$ cat config.mk
export PLATFORM = sky130hd
export DESIGN_NAME = dma_steal_arb
export DESIGN_NICKNAME = d
export VERILOG_FILES = /design/src/rtl/dma_steal_pkg.sv /design/src/rtl/dma_steal_ctrl.sv /design/src/rtl/dma_steal_dp.sv /design/src/rtl/dma_steal_arb.sv
export SDC_FILE = /design/constraint.sdc
export NUM_CORES = 1
export LEC_CHECK = 0
export CAP_MARGIN = 25
export CORE_MARGIN = 2
export CORE_UTILIZATION = 33
export DETAILED_ROUTE_END_ITERATION = 6
export GPL_TIMING_DRIVEN = 0
export PLACE_DENSITY = 0.71
export REMOVE_ABC_BUFFERS = 1
export SYNTH_ARGS = -nofsm -noshare
export SYNTH_HDL_FRONTEND = slang
export SYNTH_SLANG_ARGS = --single-unit
export TNS_END_PERCENT = 30
$ cat constraint.sdc
create_clock -name clk -period 1.5 [get_ports clk]
set_input_delay 0.3 -clock clk [delete_from_list [all_inputs] [get_ports clk]]
set_output_delay 0.3 -clock clk [all_outputs]
set_load 0.01 [all_outputs]
$ cat src/rtl/dma_steal_pkg.sv
package dma_steal_pkg;

  typedef enum logic [2:0] {
    ST_IDLE,
    ST_HALT,
    ST_ALIGN,
    ST_SPR_RD,
    ST_SPR_WR,
    ST_SMP_WAIT,
    ST_SMP_RD
  } arbState_t;

  // strobes from control to datapath
  typedef struct packed {
    logic sprRd;
    logic sprWr;
    logic smpRd;
    logic idxClr;
    logic idxInc;
    logic pageLd;
    logic stall;
  } dpStrobe_t;

endpackage

$ cat src/rtl/dma_steal_ctrl.sv
module dma_steal_ctrl
  import dma_steal_pkg::*;
(
  input  logic      clk,
  input  logic      rstN,
  input  logic      cpuRnW,
  input  logic      oddCycle,
  input  logic      sprTrig,
  input  logic      smpEmpty,
  input  logic      smpRemain,
  input  logic      idxLast,
  input  logic      smpValid,
  output dpStrobe_t strb,
  output logic      cpuStall
);

  arbState_t state, stateNxt, retState, retNxt;
  logic [1:0] dummyCnt, dummyNxt;
  logic armed, armNxt;
  logic reqPend, reqNxt;
  logic busy;

  // a fetch is in flight from request until its byte has been handed over
  assign busy = reqPend | armed | smpValid |
                (state == ST_SMP_WAIT) | (state == ST_SMP_RD);
  assign reqNxt = smpEmpty & smpRemain & ~busy;

  // a landing on a processor read halts that read; a write runs to completion
  assign cpuStall = (state != ST_IDLE) | (reqPend & cpuRnW);

  always_comb begin
    stateNxt = state;
    retNxt   = retState;
    dummyNxt = dummyCnt;
    armNxt   = armed;
    strb     = '0;
    unique case (state)
      ST_IDLE: begin
        if (sprTrig) begin
          strb.pageLd = 1'b1;
          strb.idxClr = 1'b1;
        end
        if (reqPend) begin
          stateNxt = ST_SMP_WAIT;
          dummyNxt = 2'd2;
          retNxt   = sprTrig ? ST_HALT : ST_IDLE;
        end else if (sprTrig) begin
          stateNxt = ST_HALT;
        end
      end
      ST_HALT: begin
        if (reqPend) begin
          stateNxt = ST_SMP_WAIT;
          dummyNxt = 2'd1;
          retNxt   = oddCycle ? ST_ALIGN : ST_SPR_RD;
        end else begin
          stateNxt = oddCycle ? ST_ALIGN : ST_SPR_RD;
        end
      end
      ST_ALIGN: begin
        // the alignment cycle doubles as the dummy cycle of a fetch
        if (reqPend) begin
          stateNxt = ST_SMP_RD;
          retNxt   = ST_SPR_RD;
        end else begin
          stateNxt = ST_SPR_RD;
        end
      end
      ST_SPR_RD: begin
        strb.sprRd = 1'b1;
        stateNxt   = ST_SPR_WR;
        if (reqPend) armNxt = 1'b1;
      end
      ST_SPR_WR: begin
        strb.sprWr = 1'b1;
        armNxt     = 1'b0;
        if (idxLast) begin
          if (reqPend | armed) begin
            stateNxt = ST_SMP_WAIT;
            dummyNxt = 2'd2;
            retNxt   = ST_IDLE;
          end else begin
            stateNxt = ST_IDLE;
          end
        end else begin
          strb.idxInc = 1'b1;
          if (reqPend | armed) begin
            stateNxt = ST_SMP_WAIT;
            dummyNxt = 2'd1;
            retNxt   = ST_SPR_RD;
          end else begin
            stateNxt = ST_SPR_RD;
          end
        end
      end
      ST_SMP_WAIT: begin
        if (dummyCnt == 2'd1) stateNxt = ST_SMP_RD;
        else dummyNxt = dummyCnt - 2'd1;
      end
      ST_SMP_RD: begin
        strb.smpRd = 1'b1;
        stateNxt   = retState;
      end
      default: stateNxt = ST_IDLE;
    endcase
    strb.stall = cpuStall;
  end

  always_ff @(posedge clk) begin
    if (!rstN) begin
      state    <= ST_IDLE;
      retState <= ST_IDLE;
      dummyCnt <= '0;
      armed    <= 1'b0;
      reqPend  <= 1'b0;
    end else begin
      state    <= stateNxt;
      retState <= retNxt;
      dummyCnt <= dummyNxt;
      armed    <= armNxt;
      reqPend  <= reqNxt;
    end
  end

endmodule

$ cat src/rtl/dma_steal_dp.sv
module dma_steal_dp
  import dma_steal_pkg::*;
#(
  parameter int ADDR_W = 16,
  parameter int DATA_W = 8,
  parameter int IDX_W  = 8,
  parameter int CNT_W  = 16,
  parameter logic [ADDR_W-1:0] SMP_BASE = 16'h8000
) (
  input  logic                    clk,
  input  logic                    rstN,
  input  dpStrobe_t               strb,
  input  logic [ADDR_W-IDX_W-1:0] sprPage,
  input  logic                    smpLoad,
  input  logic [ADDR_W-1:0]       smpLoadAddr,
  input  logic [DATA_W-1:0]       memRdata,
  output logic                    dmaRd,
  output logic [ADDR_W-1:0]       dmaAddr,
  output logic                    oamWe,
  output logic [IDX_W-1:0]        oamAddr,
  output logic [DATA_W-1:0]       oamWdata,
  output logic [DATA_W-1:0]       smpByte,
  output logic                    smpValid,
  output logic [CNT_W-1:0]        stallCount,
  output logic                    idxLast
);

  localparam int PAGE_W = ADDR_W - IDX_W;
  localparam logic [ADDR_W-1:0] ADDR_TOP = '1;

  logic [PAGE_W-1:0] pageReg;
  logic [IDX_W-1:0]  idxReg;
  logic [DATA_W-1:0] copyLatch;
  logic [ADDR_W-1:0] smpAddr;

  assign idxLast  = (idxReg == '1);
  assign dmaRd    = strb.sprRd | strb.smpRd;
  assign oamWe    = strb.sprWr;
  assign oamAddr  = idxReg;
  assign oamWdata = copyLatch;

  always_comb begin
    if (strb.smpRd)      dmaAddr = smpAddr;
    else if (strb.sprRd) dmaAddr = {pageReg, idxReg};
    else                 dmaAddr = '0;
  end

  always_ff @(posedge clk) begin
    if (!rstN) begin
      pageReg    <= '0;
      idxReg     <= '0;
      copyLatch  <= '0;
      smpAddr    <= SMP_BASE;
      smpByte    <= '0;
      smpValid   <= 1'b0;
      stallCount <= '0;
    end else begin
      if (strb.pageLd) pageReg <= sprPage;
      if (strb.idxClr)      idxReg <= '0;
      else if (strb.idxInc) idxReg <= idxReg + 1'b1;
      if (strb.sprRd) copyLatch <= memRdata;
      if (smpLoad)          smpAddr <= smpLoadAddr;
      else if (strb.smpRd)  smpAddr <= (smpAddr == ADDR_TOP) ? SMP_BASE : smpAddr + 1'b1;
      if (strb.smpRd) smpByte <= memRdata;
      smpValid <= strb.smpRd;
      if (strb.stall) stallCount <= stallCount + 1'b1;
    end
  end

endmodule

$ cat src/rtl/dma_steal_arb.sv
module dma_steal_arb
  import dma_steal_pkg::*;
#(
  parameter int ADDR_W = 16,
  parameter int DATA_W = 8,
  parameter int IDX_W  = 8,
  parameter int CNT_W  = 16,
  parameter logic [ADDR_W-1:0] SMP_BASE = 16'h8000
) (
  input  logic                    clk,
  input  logic                    rstN,
  input  logic                    cpuRnW,
  input  logic                    oddCycle,
  input  logic                    sprTrig,
  input  logic [ADDR_W-IDX_W-1:0] sprPage,
  input  logic                    smpEmpty,
  input  logic                    smpRemain,
  input  logic                    smpLoad,
  input  logic [ADDR_W-1:0]       smpLoadAddr,
  input  logic [DATA_W-1:0]       memRdata,
  output logic                    cpuStall,
  output logic                    dmaRd,
  output logic [ADDR_W-1:0]       dmaAddr,
  output logic                    oamWe,
  output logic [IDX_W-1:0]        oamAddr,
  output logic [DATA_W-1:0]       oamWdata,
  output logic [DATA_W-1:0]       smpByte,
  output logic                    smpValid,
  output logic [CNT_W-1:0]        stallCount
);

  dpStrobe_t strb;
  logic idxLast;

  dma_steal_ctrl u_ctrl (
    .clk      (clk),
    .rstN     (rstN),
    .cpuRnW   (cpuRnW),
    .oddCycle (oddCycle),
    .sprTrig  (sprTrig),
    .smpEmpty (smpEmpty),
    .smpRemain(smpRemain),
    .idxLast  (idxLast),
    .smpValid (smpValid),
    .strb     (strb),
    .cpuStall (cpuStall)
  );

  dma_steal_dp #(
    .ADDR_W  (ADDR_W),
    .DATA_W  (DATA_W),
    .IDX_W   (IDX_W),
    .CNT_W   (CNT_W),
    .SMP_BASE(SMP_BASE)
  ) u_dp (
    .clk        (clk),
    .rstN       (rstN),
    .strb       (strb),
    .sprPage    (sprPage),
    .smpLoad    (smpLoad),
    .smpLoadAddr(smpLoadAddr),
    .memRdata   (memRdata),
    .dmaRd      (dmaRd),
    .dmaAddr    (dmaAddr),
    .oamWe      (oamWe),
    .oamAddr    (oamAddr),
    .oamWdata   (oamWdata),
    .smpByte    (smpByte),
    .smpValid   (smpValid),
    .stallCount (stallCount),
    .idxLast    (idxLast)
  );

endmodule

==> results by group, run 1 <==
Clock network
  • Clk sink count: 74
  • Maximum level of the CTS H-tree: 3
  • Clock-pin transition on the worst setup and hold timing paths: 0.07 ns
  • TritonCTS buffer count: 9
  • Hold Buf Count CTS: 0
  • TritonCTS clock tree: yes
  • Clk Tree Root Cell: sky130_fd_sc_hd__clkbuf_8
  • Latest clock arrival within the worst-skew pair: 0.36 ns
  • Maximum clock insertion buffer count: 2

Logic synthesis
  • Count of cell types in the netlist: between 50 and 60
  • Synthesized instance count: 451
  • Number of enable-type register cells in the synthesized netlist: 0
  • Number of warnings issued by yosys: 0
  • Share of flip-flops with an asynchronous set or reset: 0%
  • Seq/Total Area, Yosys: about 41%
  • Cell area after synthesis: ~0.0036 mm²
  • Number of storage elements in the synthesis netlist: 74
  • Primary FF master, synth: sky130_fd_sc_hd__dfxtp_1
  • Average footprint of a synthesized cell: 8.06 µm²

Cells and area
  • Register cell area after layout: 0.00154 mm²
  • Area Overhead vs Synth: 59.7%
  • Fraction of layout instances using a drive strength above 1: 30.3%
  • Footprint of the multi-input gates: 0.00235 mm²
  • Antenna cell count: 0
  • Fin nets: 639
  • Fillers: 944

Worst setup path
  • Worst r2r path cells: 8
  • Startpoint of the most critical register-to-register path: u_ctrl.state[2]
  • Startpoint type of the worst setup path: flop
  • Crit Path Category: flop to primary output
  • Arrival time worst endpoint: 1.65 ns
  • Worst-path maximum fanout: 3
  • Launching element of the worst setup path: u_ctrl.state[2]
  • Slowest stage cell, crit path: sky130_fd_sc_hd__or3_4
  • Sum of buffers and inverters on the critical path: 3
  • RR Endpoint: u_dp.stallCount[6]
  • Largest delay contributor family on the critical path: simple AND/OR/NAND/NOR gates
  • Worst path required time: 1.20 ns
  • Critical path endpoint: dmaAddr[0]
  • Setup slack on the worst flop-to-flop path: -0.30 ns
  • Crit. path cell count: 5
  • Kind of end point of the critical path: primary output
  • Cell-by-cell trace of the critical path: clkinvlp_4 > or3_4 > buf_12 > o21ai_4 > buf_6
  • Delay contributed by the slowest stage of the critical path: 0.42 ns

Pwr
  • Clk network pwr share: a little under two fifths
  • Peak ir drop on the vdd network: between 0.0004 and 0.0005 V
  • Fraction of power consumed by combinational cells: 21.4%
  • Pwr Density: around 940 mW/mm²
  • Internal Power: 3.97 mW
  • Part of the power in registers: 40.3%
  • Switching power summed over all nets: ~1.5 mW
  • Overall Power: 5.44 mW
  • Switching power share of the total: a little over a quarter
  • Leakage: approximately 2.4 nW

STA
  • Final number of setup-violating endpoints: 72
  • Post-layout worst setup margin: -0.448 ns
  • Worst-Margin Slew: 0.652 ns
  • Max transition margin: 56.5%
  • Worst clock skew: 0.00776 ns
  • Highest Clock Rate: 513 MHz
  • Min cycle time layout: a little under 2 ns
  • Hold_ws: 0.459 ns
  • Setup TNS: -14.12 ns
  • Hold violation count in the final report: 0
  • Unrepaired setup endpoints after global routing: yes
  • Final count of pins violating max slew: 0
  • Final clock period utilization by the worst path: 130%

Global routing
  • First-pass GRT wire length: 18700 µm
  • All-layer global routing usage: 20.3%
  • Pin count of the biggest net entering global routing: 65
  • Via count of the first global-routing pass: 3833
  • Initial antenna violation count: 0
  • Grt ovf: 0

Drt
  • Final routed wire length divided by cell count: 17.2 µm
  • 1st-pass router iterations: 5
  • Via count: 4000
  • Number of violations reported at the end of detailed-routing iteration 0: 425
  • Antenna-violating nets left: 0
  • Post-DR vias/cell: 5.41
  • Aggregate routed wire length: around 13000 µm
  • DRC violations left: 0

Die
  • Effective utilization at floorplan: 33.7%
  • Die Y-Extent: 109 µm
  • Horizontal extent of the die: ~110 µm
  • Die area: between 0.01 and 0.015 mm²
  • Area of the core: 0.0108 mm²
  • Rows: 38
  • Ports placed on the boundary: 100

Placement
  • DP HPWL: approximately 6800 µm
  • Number of buffers inserted by port buffering: 99
  • Weighted congestion reported at the end of routability-driven placement: 0.865

Outcome
  • Outcome: complete, but fails checks
  • Failing checks: setup timing

Min path
  • Class of the worst hold path: flop to flop

Job
  • Max Cap Violations: 0
[worst min-delay path by stage]
stage	startpoint	endpoint	slack, ns	cells past startpoint
floorplan	rstN	u_dp.smpAddr[15]	0.38	1
global placement	u_dp.smpByte[6]	u_dp.smpByte[6]	0.45	2
detailed placement	u_dp.smpByte[7]	u_dp.smpByte[7]	0.46	2
CTS	u_dp.smpByte[7]	u_dp.smpByte[7]	0.47	2
global route	smpLoadAddr[6]	u_dp.smpAddr[6]	0.49	3
finish	u_dp.smpByte[2]	u_dp.smpByte[2]	0.46	2
[power groups by stage]
stage | Combinational (mW) | Sequential (mW) | Clock (mW)
2_1_floorplan | 0.367 | 2.24 | 0
3_3_place_gp | 0.683 | 2.25 | 0
3_5_place_dp | 0.695 | 2.26 | 0
4_1_cts | 1.00 | 2.18 | 2.09
5_1_grt | 1.24 | 2.20 | 2.18
6_report | 1.16 | 2.19 | 2.08
[worst register-to-register path, stage by stage (launching register included)]
cell and delay (ns):
sky130_fd_sc_hd__dfxtp_4 0.36, sky130_fd_sc_hd__buf_6 0.13, sky130_fd_sc_hd__buf_6 0.11, sky130_fd_sc_hd__a2111o_1 0.39, sky130_fd_sc_hd__buf_6 0.15, sky130_fd_sc_hd__and3_4 0.21, sky130_fd_sc_hd__nand4_1 0.11, sky130_fd_sc_hd__xor2_1 0.18
sky130_fd_sc_hd__nor2b_1 0.07
[final cells by class]
| cell class | instances | area share [%] |
|---|---|---|
| inverter | 8 | 0.647 |
| tap | 140 | 3.02 |
| clock buffer | 11 | 2.44 |
| multi-input combinational | 346 | 40.5 |
| timing repair buffer | 156 | 24.8 |
| sequential | 74 | 26.5 |
| clock inverter | 5 | 2.16 |
[layer usage]
layer,up-vias,share of wire [%],GRT usage (%)
met5,-,0,0
met4,0,2.7,11.0
met3,36,7.2,4.12
met2,192,49,33.5
met1,1904,41,24.8
li1,1868,-,-
[kinds of logic (layout without fill, tap and decap cells)]
family	after synthesis	count (layout)	synth area share [%]
compound gates	109	109	19.9
xor+xnor	32	32	7.71
fa+ha+maj	5	5	1.65
buf+inv	35	180	4.17
flops	74	74	40.8
mux	1	1	0.275
simple gates	195	199	25.6
[registers in the layout, indices dropped and copies added, names as in the netlist, 3 cells and up]
name and count:
u_dp.stallCount 16, u_dp.pageReg 8, u_dp.smpAddr 16, u_dp.oamWdata 8
u_dp.oamAddr 8, u_dp.smpByte 8, u_ctrl.state 3
[synthesized netlist by cell type, drive strengths merged, types with 2 or more instances]
cell	n	area share, %
nand2	89	9.2
dfxtp	74	41
o21ai	31	4.4
nor2	26	2.7
a21boi	24	5.0
a21oi	19	2.6
xnor2	19	4.6
and2	18	3.1
nand3	18	2.5
clkbuf	15	1.5
a22o	14	3.4
nand4	13	2.4
xor2	13	3.1
buf	12	1.8
nor3	12	1.8
inv	8	0.83
a31oi	5	0.86
and3	5	0.86
ha	4	1.4
nor2b	3	0.52
o22ai	3	0.52
a311oi	2	0.48
and4	2	0.48
o21a	2	0.41
o31ai	2	0.41
or3	2	0.34
[through the flow]
stage | std cells | area [µm²] | setup slack, ns | util, %
2_1_floorplan | 424 | 3510 | -0.396 | -
3_3_place_gp | 663 | 4680 | -1.56 | 43.4
3_5_place_dp | 663 | 4670 | -1.33 | 43.3
4_1_cts | 730 | 5540 | -0.470 | 51.3
5_1_grt | 740 | 5810 | -0.488 | 53.8
6_report | 740 | 5810 | -0.448 | 53.8
[repair_timing]
action,CTS,global route
pin swaps,25,24
setup endpoints to repair,131,75
resized for setup,227,49
cloned,4,0
buffers inserted,47,13
[cell usage in the layout, fill, tap and decap left out, types with 6 or more instances in the layout]
cell type	count
sky130_fd_sc_hd__and2_1	17
sky130_fd_sc_hd__nand3_1	9
sky130_fd_sc_hd__nand2_1	82
sky130_fd_sc_hd__clkbuf_8	10
sky130_fd_sc_hd__a21oi_1	15
sky130_fd_sc_hd__buf_2	16
sky130_fd_sc_hd__dfxtp_2	17
sky130_fd_sc_hd__nor3_1	6
sky130_fd_sc_hd__buf_4	27
sky130_fd_sc_hd__o21ai_1	8
sky130_fd_sc_hd__nand2_2	6
sky130_fd_sc_hd__dfxtp_4	9
sky130_fd_sc_hd__a21boi_0	21
sky130_fd_sc_hd__clkdlybuf4s50_1	37
sky130_fd_sc_hd__a22o_1	13
sky130_fd_sc_hd__o21ai_0	17
sky130_fd_sc_hd__dfxtp_1	48
sky130_fd_sc_hd__nor2_1	24
sky130_fd_sc_hd__buf_6	28
sky130_fd_sc_hd__xnor2_1	18
sky130_fd_sc_hd__nand4_1	12
sky130_fd_sc_hd__dlygate4sd2_1	42
sky130_fd_sc_hd__xor2_1	13
sky130_fd_sc_hd__nand3_2	7
Note: power is estimated with default switching activity, not from simulation.
==> run 2: changes to the inputs <==
SLEW_MARGIN = 40   (was not set)
==> run 2 against run 1 <==
Net effect:
- the flow still finishes with violations (setup timing)
- critical path depth grew 1
- cell area is 2.9% lower
- maximum frequency grew 2.1%
- core utilization fell by 1.6 points
- largest cell class unchanged
- sequential cell count stayed put
- critical endpoint is now dmaAddr[8]
- hold slack worse by 0.026 ns
- power fell by 14%
- final cell count increased by 0.14%
- sequential power hardly changed
- via count down 1.3%
==> results by group, run 2 (synthesized netlist as in run 1, its figures left out) <==
Clock network
  • TritonCTS clock tree: yes (unchanged)
  • Clock-pin transition on the worst setup and hold timing paths: 0.08 ns (was 0.07 ns)
  • TritonCTS buffer count: 9 (unchanged)
  • Maximum clock insertion buffer count: 2 (unchanged)
  • Clk sink count: 74 (unchanged)
  • Latest clock arrival within the worst-skew pair: 0.35 ns (was 0.36 ns)
  • Maximum level of the CTS H-tree: 3 (unchanged)
  • Clk Tree Root Cell: sky130_fd_sc_hd__clkbuf_8 (unchanged)

Die
  • Rows: 38 (unchanged)
  • Effective utilization at floorplan: 33.7% (unchanged)
  • Horizontal extent of the die: 109 µm (unchanged)
  • Die area: 0.0119 mm² (unchanged)
  • Die Y-Extent: 109 µm (unchanged)
  • Area of the core: 0.0108 mm² (unchanged)
  • Ports placed on the boundary: 100 (unchanged)

Pwr
  • Leakage: 2.33 nW (was 2.36 nW)
  • Switching power summed over all nets: 1.40 mW (was 1.47 mW)
  • Part of the power in registers: 46.6% (was 40.3%)
  • Switching power share of the total: 29.8% (was 27.0%)
  • Peak ir drop on the vdd network: 0.000363 V (was 0.000485 V)
  • Internal Power: 3.30 mW (was 3.97 mW)
  • Clk network pwr share: 30.0% (was 38.4%)
  • Pwr Density: 833 mW/mm² (was 936 mW/mm²)
  • Fraction of power consumed by combinational cells: 23.4% (was 21.4%)

Cells and area
  • Largest registers: u_dp.smpAddr (16), u_dp.stallCount (16) (unchanged)
  • Antenna cell count: 0 (unchanged)
  • Area Overhead vs Synth: 55.0% (was 59.7%)
  • Most frequent cells in the layout: sky130_fd_sc_hd__nand2_1 (80), sky130_fd_sc_hd__dfxtp_1 (48), sky130_fd_sc_hd__dlygate4sd2_1 (42) (was sky130_fd_sc_hd__nand2_1 (82), sky130_fd_sc_hd__dfxtp_1 (48), sky130_fd_sc_hd__dlygate4sd2_1 (42))
  • Fraction of layout instances using a drive strength above 1: 29.6% (was 30.3%)
  • Most frequent standard cell in the layout excluding fill and tap cells: sky130_fd_sc_hd__nand2_1 (unchanged)
  • Fillers: 979 (was 944)
  • Fin nets: 641 (was 639)

Drt
  • Aggregate routed wire length: 11900 µm (was 12700 µm)
  • DRC violations left: 0 (unchanged)
  • Post-DR vias/cell: 5.33 (was 5.41)
  • Via count: 3948 (was 4000)
  • Number of violations reported at the end of detailed-routing iteration 0: 314 (was 425)
  • Final routed wire length divided by cell count: 16.1 µm (was 17.2 µm)
  • Antenna-violating nets left: 0 (unchanged)
  • 1st-pass router iterations: 4 (was 5)

STA
  • Worst clock skew: 0.00842 ns (was 0.00776 ns)
  • Min cycle time layout: 1.91 ns (was 1.95 ns)
  • Final number of setup-violating endpoints: 49 (was 72)
  • Setup TNS: -8.99 ns (was -14.12 ns)
  • Worst-Margin Slew: 0.574 ns (was 0.652 ns)
  • Highest Clock Rate: 524 MHz (was 513 MHz)
  • Max transition margin: 61.7% (was 56.5%)
  • Final clock period utilization by the worst path: 127% (was 130%)
  • Hold violation count in the final report: 0 (unchanged)
  • Post-layout worst setup margin: -0.408 ns (was -0.448 ns)
  • Final count of pins violating max slew: 0 (unchanged)
  • Unrepaired setup endpoints after global routing: yes (unchanged)

Worst setup path
  • Launching element of the worst setup path: u_ctrl.state[2] (unchanged)
  • Arrival time worst endpoint: 1.61 ns (was 1.65 ns)
  • Worst-path maximum fanout: 7 (was 3)
  • Worst path required time: 1.20 ns (about the same)
  • Startpoint of the most critical register-to-register path: u_ctrl.state[2] (unchanged)
  • Crit Path Category: flop to primary output (unchanged)
  • Startpoint type of the worst setup path: flop (unchanged)
  • Kind of end point of the critical path: primary output (unchanged)

Global routing
  • Initial antenna violation count: 0 (unchanged)
  • Met1 routing resource usage after global routing: 24.4% (was 24.8%)
  • Pin count of the biggest net entering global routing: 65 (unchanged)
  • Met2 usage in global routing: 32.8% (was 33.5%)
  • Most crowded layer after global routing: met2 (unchanged)
  • Routing usage on met3: 3.35% (was 4.12%)
  • Via count of the first global-routing pass: 3807 (was 3833)
  • First-pass GRT wire length: 18400 µm (was 18700 µm)
  • Grt ovf: 0 (unchanged)
  • All-layer global routing usage: 19.9% (was 20.3%)

Job
  • Max Cap Violations: 0 (unchanged)

Outcome
  • Outcome: complete, but fails checks (unchanged)
  • Failing checks: setup timing (unchanged)

Min path
  • Source of the worst hold timing path: rstN (was u_dp.smpByte[2])
  • Class of the worst hold path: input pin to flop (was flop to flop)

Placement
  • DP HPWL: 6850 µm (was 6840 µm)
  • Placement-stage worst setup slack: -1.30 ns (was -1.33 ns)
  • Weighted congestion reported at the end of routability-driven placement: 0.865 (unchanged)
  • Number of buffers inserted by port buffering: 99 (unchanged)
[run 2: timing repair]
item                                    in CTS  in global routing
hold buffers                                 0                  0
pin swaps                                   29                 25
endpoints found under the setup margin     131                 79
gates cloned                                 5                  0
gates resized for setup                    236                 36
setup buffers                               48                 10
[run 2: worst max-delay path, cell delays in order, from the launching register on]
cell                         delay [ns]
sky130_fd_sc_hd__dfxtp_4           0.38
sky130_fd_sc_hd__clkinvlp_4        0.09
sky130_fd_sc_hd__buf_6             0.14
sky130_fd_sc_hd__and3_4            0.18
sky130_fd_sc_hd__buf_6             0.12
sky130_fd_sc_hd__a22o_1            0.20
sky130_fd_sc_hd__buf_2             0.15
[run 2: per-stage QoR]
stage	hold slack (ns)	total power [mW]	utilization (%)	cell area, µm²	std cells
final	0.432	4.70	52.2	5640	741
after global routing	0.477	4.92	52.2	5640	741
after CTS	0.425	4.61	50.5	5450	731
after detailed placement	0.457	2.95	43.3	4680	663
after global placement	0.454	2.93	43.4	4680	663
after floorplan	0.376	2.60	-	3510	424
[run 2: layout make-up]
cell class | count | area, µm² | area share, %
timing repair buffer | 157 | 1370 | 24.3
multi-input combinational | 347 | 2340 | 41.5
inverter | 8 | 37.5 | 0.666
tap | 140 | 175 | 3.11
clock buffer | 12 | 155 | 2.75
clock inverter | 3 | 15.0 | 0.266
sequential | 74 | 1540 | 27.4
[run 2: power by group through the flow]
stage	Clock, mW	Sequential (mW)	Combinational [mW]
6_report	1.41	2.19	1.10
5_1_grt	1.53	2.20	1.19
4_1_cts	1.43	2.18	0.997
3_5_place_dp	0	2.26	0.695
3_3_place_gp	0	2.25	0.683
2_1_floorplan	0	2.24	0.367
[run 2: worst paths after layout]
kind / depth (start not counted) / slack, ns / endpoint
worst max register to register: 9 / -0.22 / u_dp.smpAddr[5]
worst max-delay path: 6 / -0.41 / dmaAddr[8]
worst min-delay path: 2 / 0.43 / u_dp.smpAddr[15]
worst min register to register: 2 / 0.46 / u_dp.pageReg[5]
[run 2: routing by layer]
metal  routed length [µm]  vias to the layer above
li1                     -                     1871
met1                 4940                     1887
met2                 5750                      155
met3                  813                       35
met4                  408                        0
met5                    0                        -
==> run 3: changes to the inputs <==
CELL_PAD_IN_SITES_DETAIL_PLACEMENT = 0   (was not set)
CELL_PAD_IN_SITES_GLOBAL_PLACEMENT = 1   (was not set)
CORE_MARGIN = not set   (was 2)
CORE_UTILIZATION = 31   (was 33)
PLACE_DENSITY = 0.85   (was 0.71)
==> run 3 against run 2 <==
Net effect:
- the flow still finishes with violations (setup timing)
- sequential power is essentially flat
- critical endpoint is now dmaAddr[11]
- final cell count down 0.54%
- cell area increased by 0.84%
- worst setup slack improved by 0.030 ns
- core utilization shrank 2.4 points
- clock skew down 0.0028 ns
- hold slack gained 0.0021 ns
- critical path depth rose by 2
- sequential cell count unchanged
- routed wire length grew 1.7%
==> results by group, run 3 (synthesized netlist as in run 1, its figures left out) <==
Cells and area
  • Design area: 0.00568 mm² (was 0.00564 mm²)
  • Post-route insts no fill: 737 (was 741)
  • Core Util, Final: 49.8% (was 52.2%)
  • Fillers: 1082 (was 979)
  • Fraction of layout instances using a drive strength above 1: 27.6% (was 29.6%)
  • Fin nets: 633 (was 641)
  • Most frequent standard cell in the layout excluding fill and tap cells: sky130_fd_sc_hd__nand2_1 (unchanged)
  • Antenna cell count: 0 (unchanged)
  • Most frequent cells in the layout: sky130_fd_sc_hd__nand2_1 (82), sky130_fd_sc_hd__dfxtp_1 (50), sky130_fd_sc_hd__dlygate4sd2_1 (38) (was sky130_fd_sc_hd__nand2_1 (80), sky130_fd_sc_hd__dfxtp_1 (48), sky130_fd_sc_hd__dlygate4sd2_1 (42))
  • Area Overhead vs Synth: 56.4% (was 55.0%)
  • Largest registers: u_dp.smpAddr (16), u_dp.stallCount (16) (unchanged)

Drt
  • Number of violations reported at the end of detailed-routing iteration 0: 428 (was 314)
  • DRC violations left: 0 (unchanged)
  • Antenna-violating nets left: 0 (unchanged)
  • 1st-pass router iterations: 5 (was 4)
  • Post-DR vias/cell: 5.24 (was 5.33)
  • Via count: 3860 (was 3948)
  • Final routed wire length divided by cell count: 16.4 µm (was 16.1 µm)
  • Aggregate routed wire length: 12100 µm (was 11900 µm)

Die
  • Rows: 39 (was 38)
  • Effective utilization at floorplan: 31.8% (was 33.7%)
  • Die area: 0.0122 mm² (was 0.0119 mm²)
  • Horizontal extent of the die: 110 µm (was 109 µm)
  • Area of the core: 0.0114 mm² (was 0.0108 mm²)
  • Die Y-Extent: 110 µm (was 109 µm)
  • Ports placed on the boundary: 100 (unchanged)

Global routing
  • First-pass GRT wire length: 18600 µm (was 18400 µm)
  • All-layer global routing usage: 20.1% (was 19.9%)
  • Initial antenna violation count: 0 (unchanged)
  • Pin count of the biggest net entering global routing: 65 (unchanged)
  • Grt ovf: 0 (unchanged)
  • Via count of the first global-routing pass: 3683 (was 3807)

Worst setup path
  • Crit Path Category: flop to primary output (unchanged)
  • Startpoint type of the worst setup path: flop (unchanged)
  • Arrival time worst endpoint: 1.58 ns (was 1.61 ns)
  • Worst path required time: 1.20 ns (about the same)
  • Kind of end point of the critical path: primary output (unchanged)
  • Worst-path maximum fanout: 4 (was 7)

Clock network
  • Clock-pin transition on the worst setup and hold timing paths: 0.06 ns (was 0.08 ns)
  • Clk sink count: 74 (unchanged)
  • Maximum clock insertion buffer count: 2 (unchanged)
  • Latest clock arrival within the worst-skew pair: 0.34 ns (was 0.35 ns)
  • Clk Tree Root Cell: sky130_fd_sc_hd__clkbuf_16 (was sky130_fd_sc_hd__clkbuf_8)
  • Hold Buf Count CTS: 0 (unchanged)
  • TritonCTS buffer count: 9 (unchanged)
  • Maximum level of the CTS H-tree: 3 (unchanged)
  • TritonCTS clock tree: yes (unchanged)

Placement
  • Placed cell area: 0.00468 mm² (about the same)
  • Post-Place Cells: 666 (was 663)
  • DP HPWL: 6850 µm (about the same)
  • Number of buffers inserted by port buffering: 99 (unchanged)
  • Placement-stage worst setup slack: -1.38 ns (was -1.30 ns)
  • Weighted congestion reported at the end of routability-driven placement: 0.811 (was 0.865)

Pwr
  • Overall Power: 5.47 mW (was 4.70 mW)
  • Pwr Density: 963 mW/mm² (was 833 mW/mm²)
  • Peak ir drop on the vdd network: 0.000599 V (was 0.000363 V)
  • Leakage: 2.38 nW (was 2.33 nW)

Outcome
  • Outcome: complete, but fails checks (unchanged)
  • Failing checks: setup timing (unchanged)

STA
  • Final count of pins violating max slew: 0 (unchanged)
  • Worst-Margin Slew: 0.555 ns (was 0.574 ns)
  • Min cycle time layout: 1.88 ns (was 1.91 ns)
  • Worst clock skew: 0.00559 ns (was 0.00842 ns)
  • Highest Clock Rate: 532 MHz (was 524 MHz)
  • Max transition margin: 63.0% (was 61.7%)
  • Unrepaired setup endpoints after global routing: yes (unchanged)
  • Setup TNS: -9.59 ns (was -8.99 ns)
  • Final number of setup-violating endpoints: 43 (was 49)
  • Post-layout worst setup margin: -0.378 ns (was -0.408 ns)
  • Hold_ws: 0.435 ns (was 0.432 ns)
  • Final clock period utilization by the worst path: 125% (was 127%)
  • Hold violation count in the final report: 0 (unchanged)

Job
  • Max Cap Violations: 0 (unchanged)

Min path
  • Class of the worst hold path: input pin to flop (unchanged)
run 3: changes by cell type in the layout (fill, tap and decap cells not counted), moves of 3 or more:
cell / delta
sky130_fd_sc_hd__a21boi_0: +9
sky130_fd_sc_hd__a21boi_1: -9
sky130_fd_sc_hd__buf_4: -9
sky130_fd_sc_hd__buf_6: -3
sky130_fd_sc_hd__clkbuf_16: +9
sky130_fd_sc_hd__clkbuf_8: -9
sky130_fd_sc_hd__dlygate4sd2_1: -4
sky130_fd_sc_hd__dlymetal6s2s_1: +4
sky130_fd_sc_hd__nand2_4: -3
run 3: final cells by class:
| class | instances | area, µm² | area share [%] |
|---|---|---|---|
| Multi-Input combinational cell | 348 | 2290 | 40.4 |
| Inverter | 8 | 37.5 | 0.661 |
| Clock inverter | 5 | 52.6 | 0.925 |
| Clock buffer | 11 | 253 | 4.45 |
| Timing Repair Buffer | 148 | 1330 | 23.4 |
| Sequential cell | 74 | 1540 | 27.0 |
| Tap cell | 143 | 179 | 3.15 |
run 3: critical path, cell delays in order, from the launching register on:
cell and delay [ns]:
sky130_fd_sc_hd__dfxtp_4 0.37, sky130_fd_sc_hd__clkinvlp_4 0.10, sky130_fd_sc_hd__buf_6 0.14, sky130_fd_sc_hd__and3_4 0.17
sky130_fd_sc_hd__buf_12 0.13, sky130_fd_sc_hd__buf_6 0.10, sky130_fd_sc_hd__nand2_2 0.06, sky130_fd_sc_hd__o21ai_2 0.04
sky130_fd_sc_hd__buf_2 0.13
run 3: worst paths after layout:
kind / from / to / slack (ns) / depth (start not counted)
worst min-delay path: rstN / u_dp.smpAddr[15] / 0.43 / 2
worst max register to register: u_ctrl.state[1] / u_dp.stallCount[6] / -0.25 / 7
worst max-delay path: u_ctrl.state[2] / dmaAddr[11] / -0.38 / 8
worst min register to register: u_dp.smpByte[1] / u_dp.smpByte[1] / 0.46 / 2
run 3: metal layers:
layer / up-vias / GRT usage (%) / wire length [µm]
met5: - / 0 / 0
met4: 0 / 10.4 / 329
met3: 29 / 2.47 / 791
met2: 152 / 33.1 / 5850
met1: 1819 / 25.7 / 5140
li1: 1860 / - / -
run 3: power breakdown:
part | internal [mW] | switching [mW] | total (mW) | leakage [nW]
sequential | 2.07 | 0.119 | 2.19 | 0.616
combinational | 0.551 | 0.524 | 1.08 | 1.61
clock | 1.37 | 0.834 | 2.20 | 0.151
run 3: timing repair:
action	in CTS	in global routing
cloned	6	0
gates resized for setup	215	29
buffers inserted	47	2
setup endpoints to repair	127	70
pin swaps	27	15
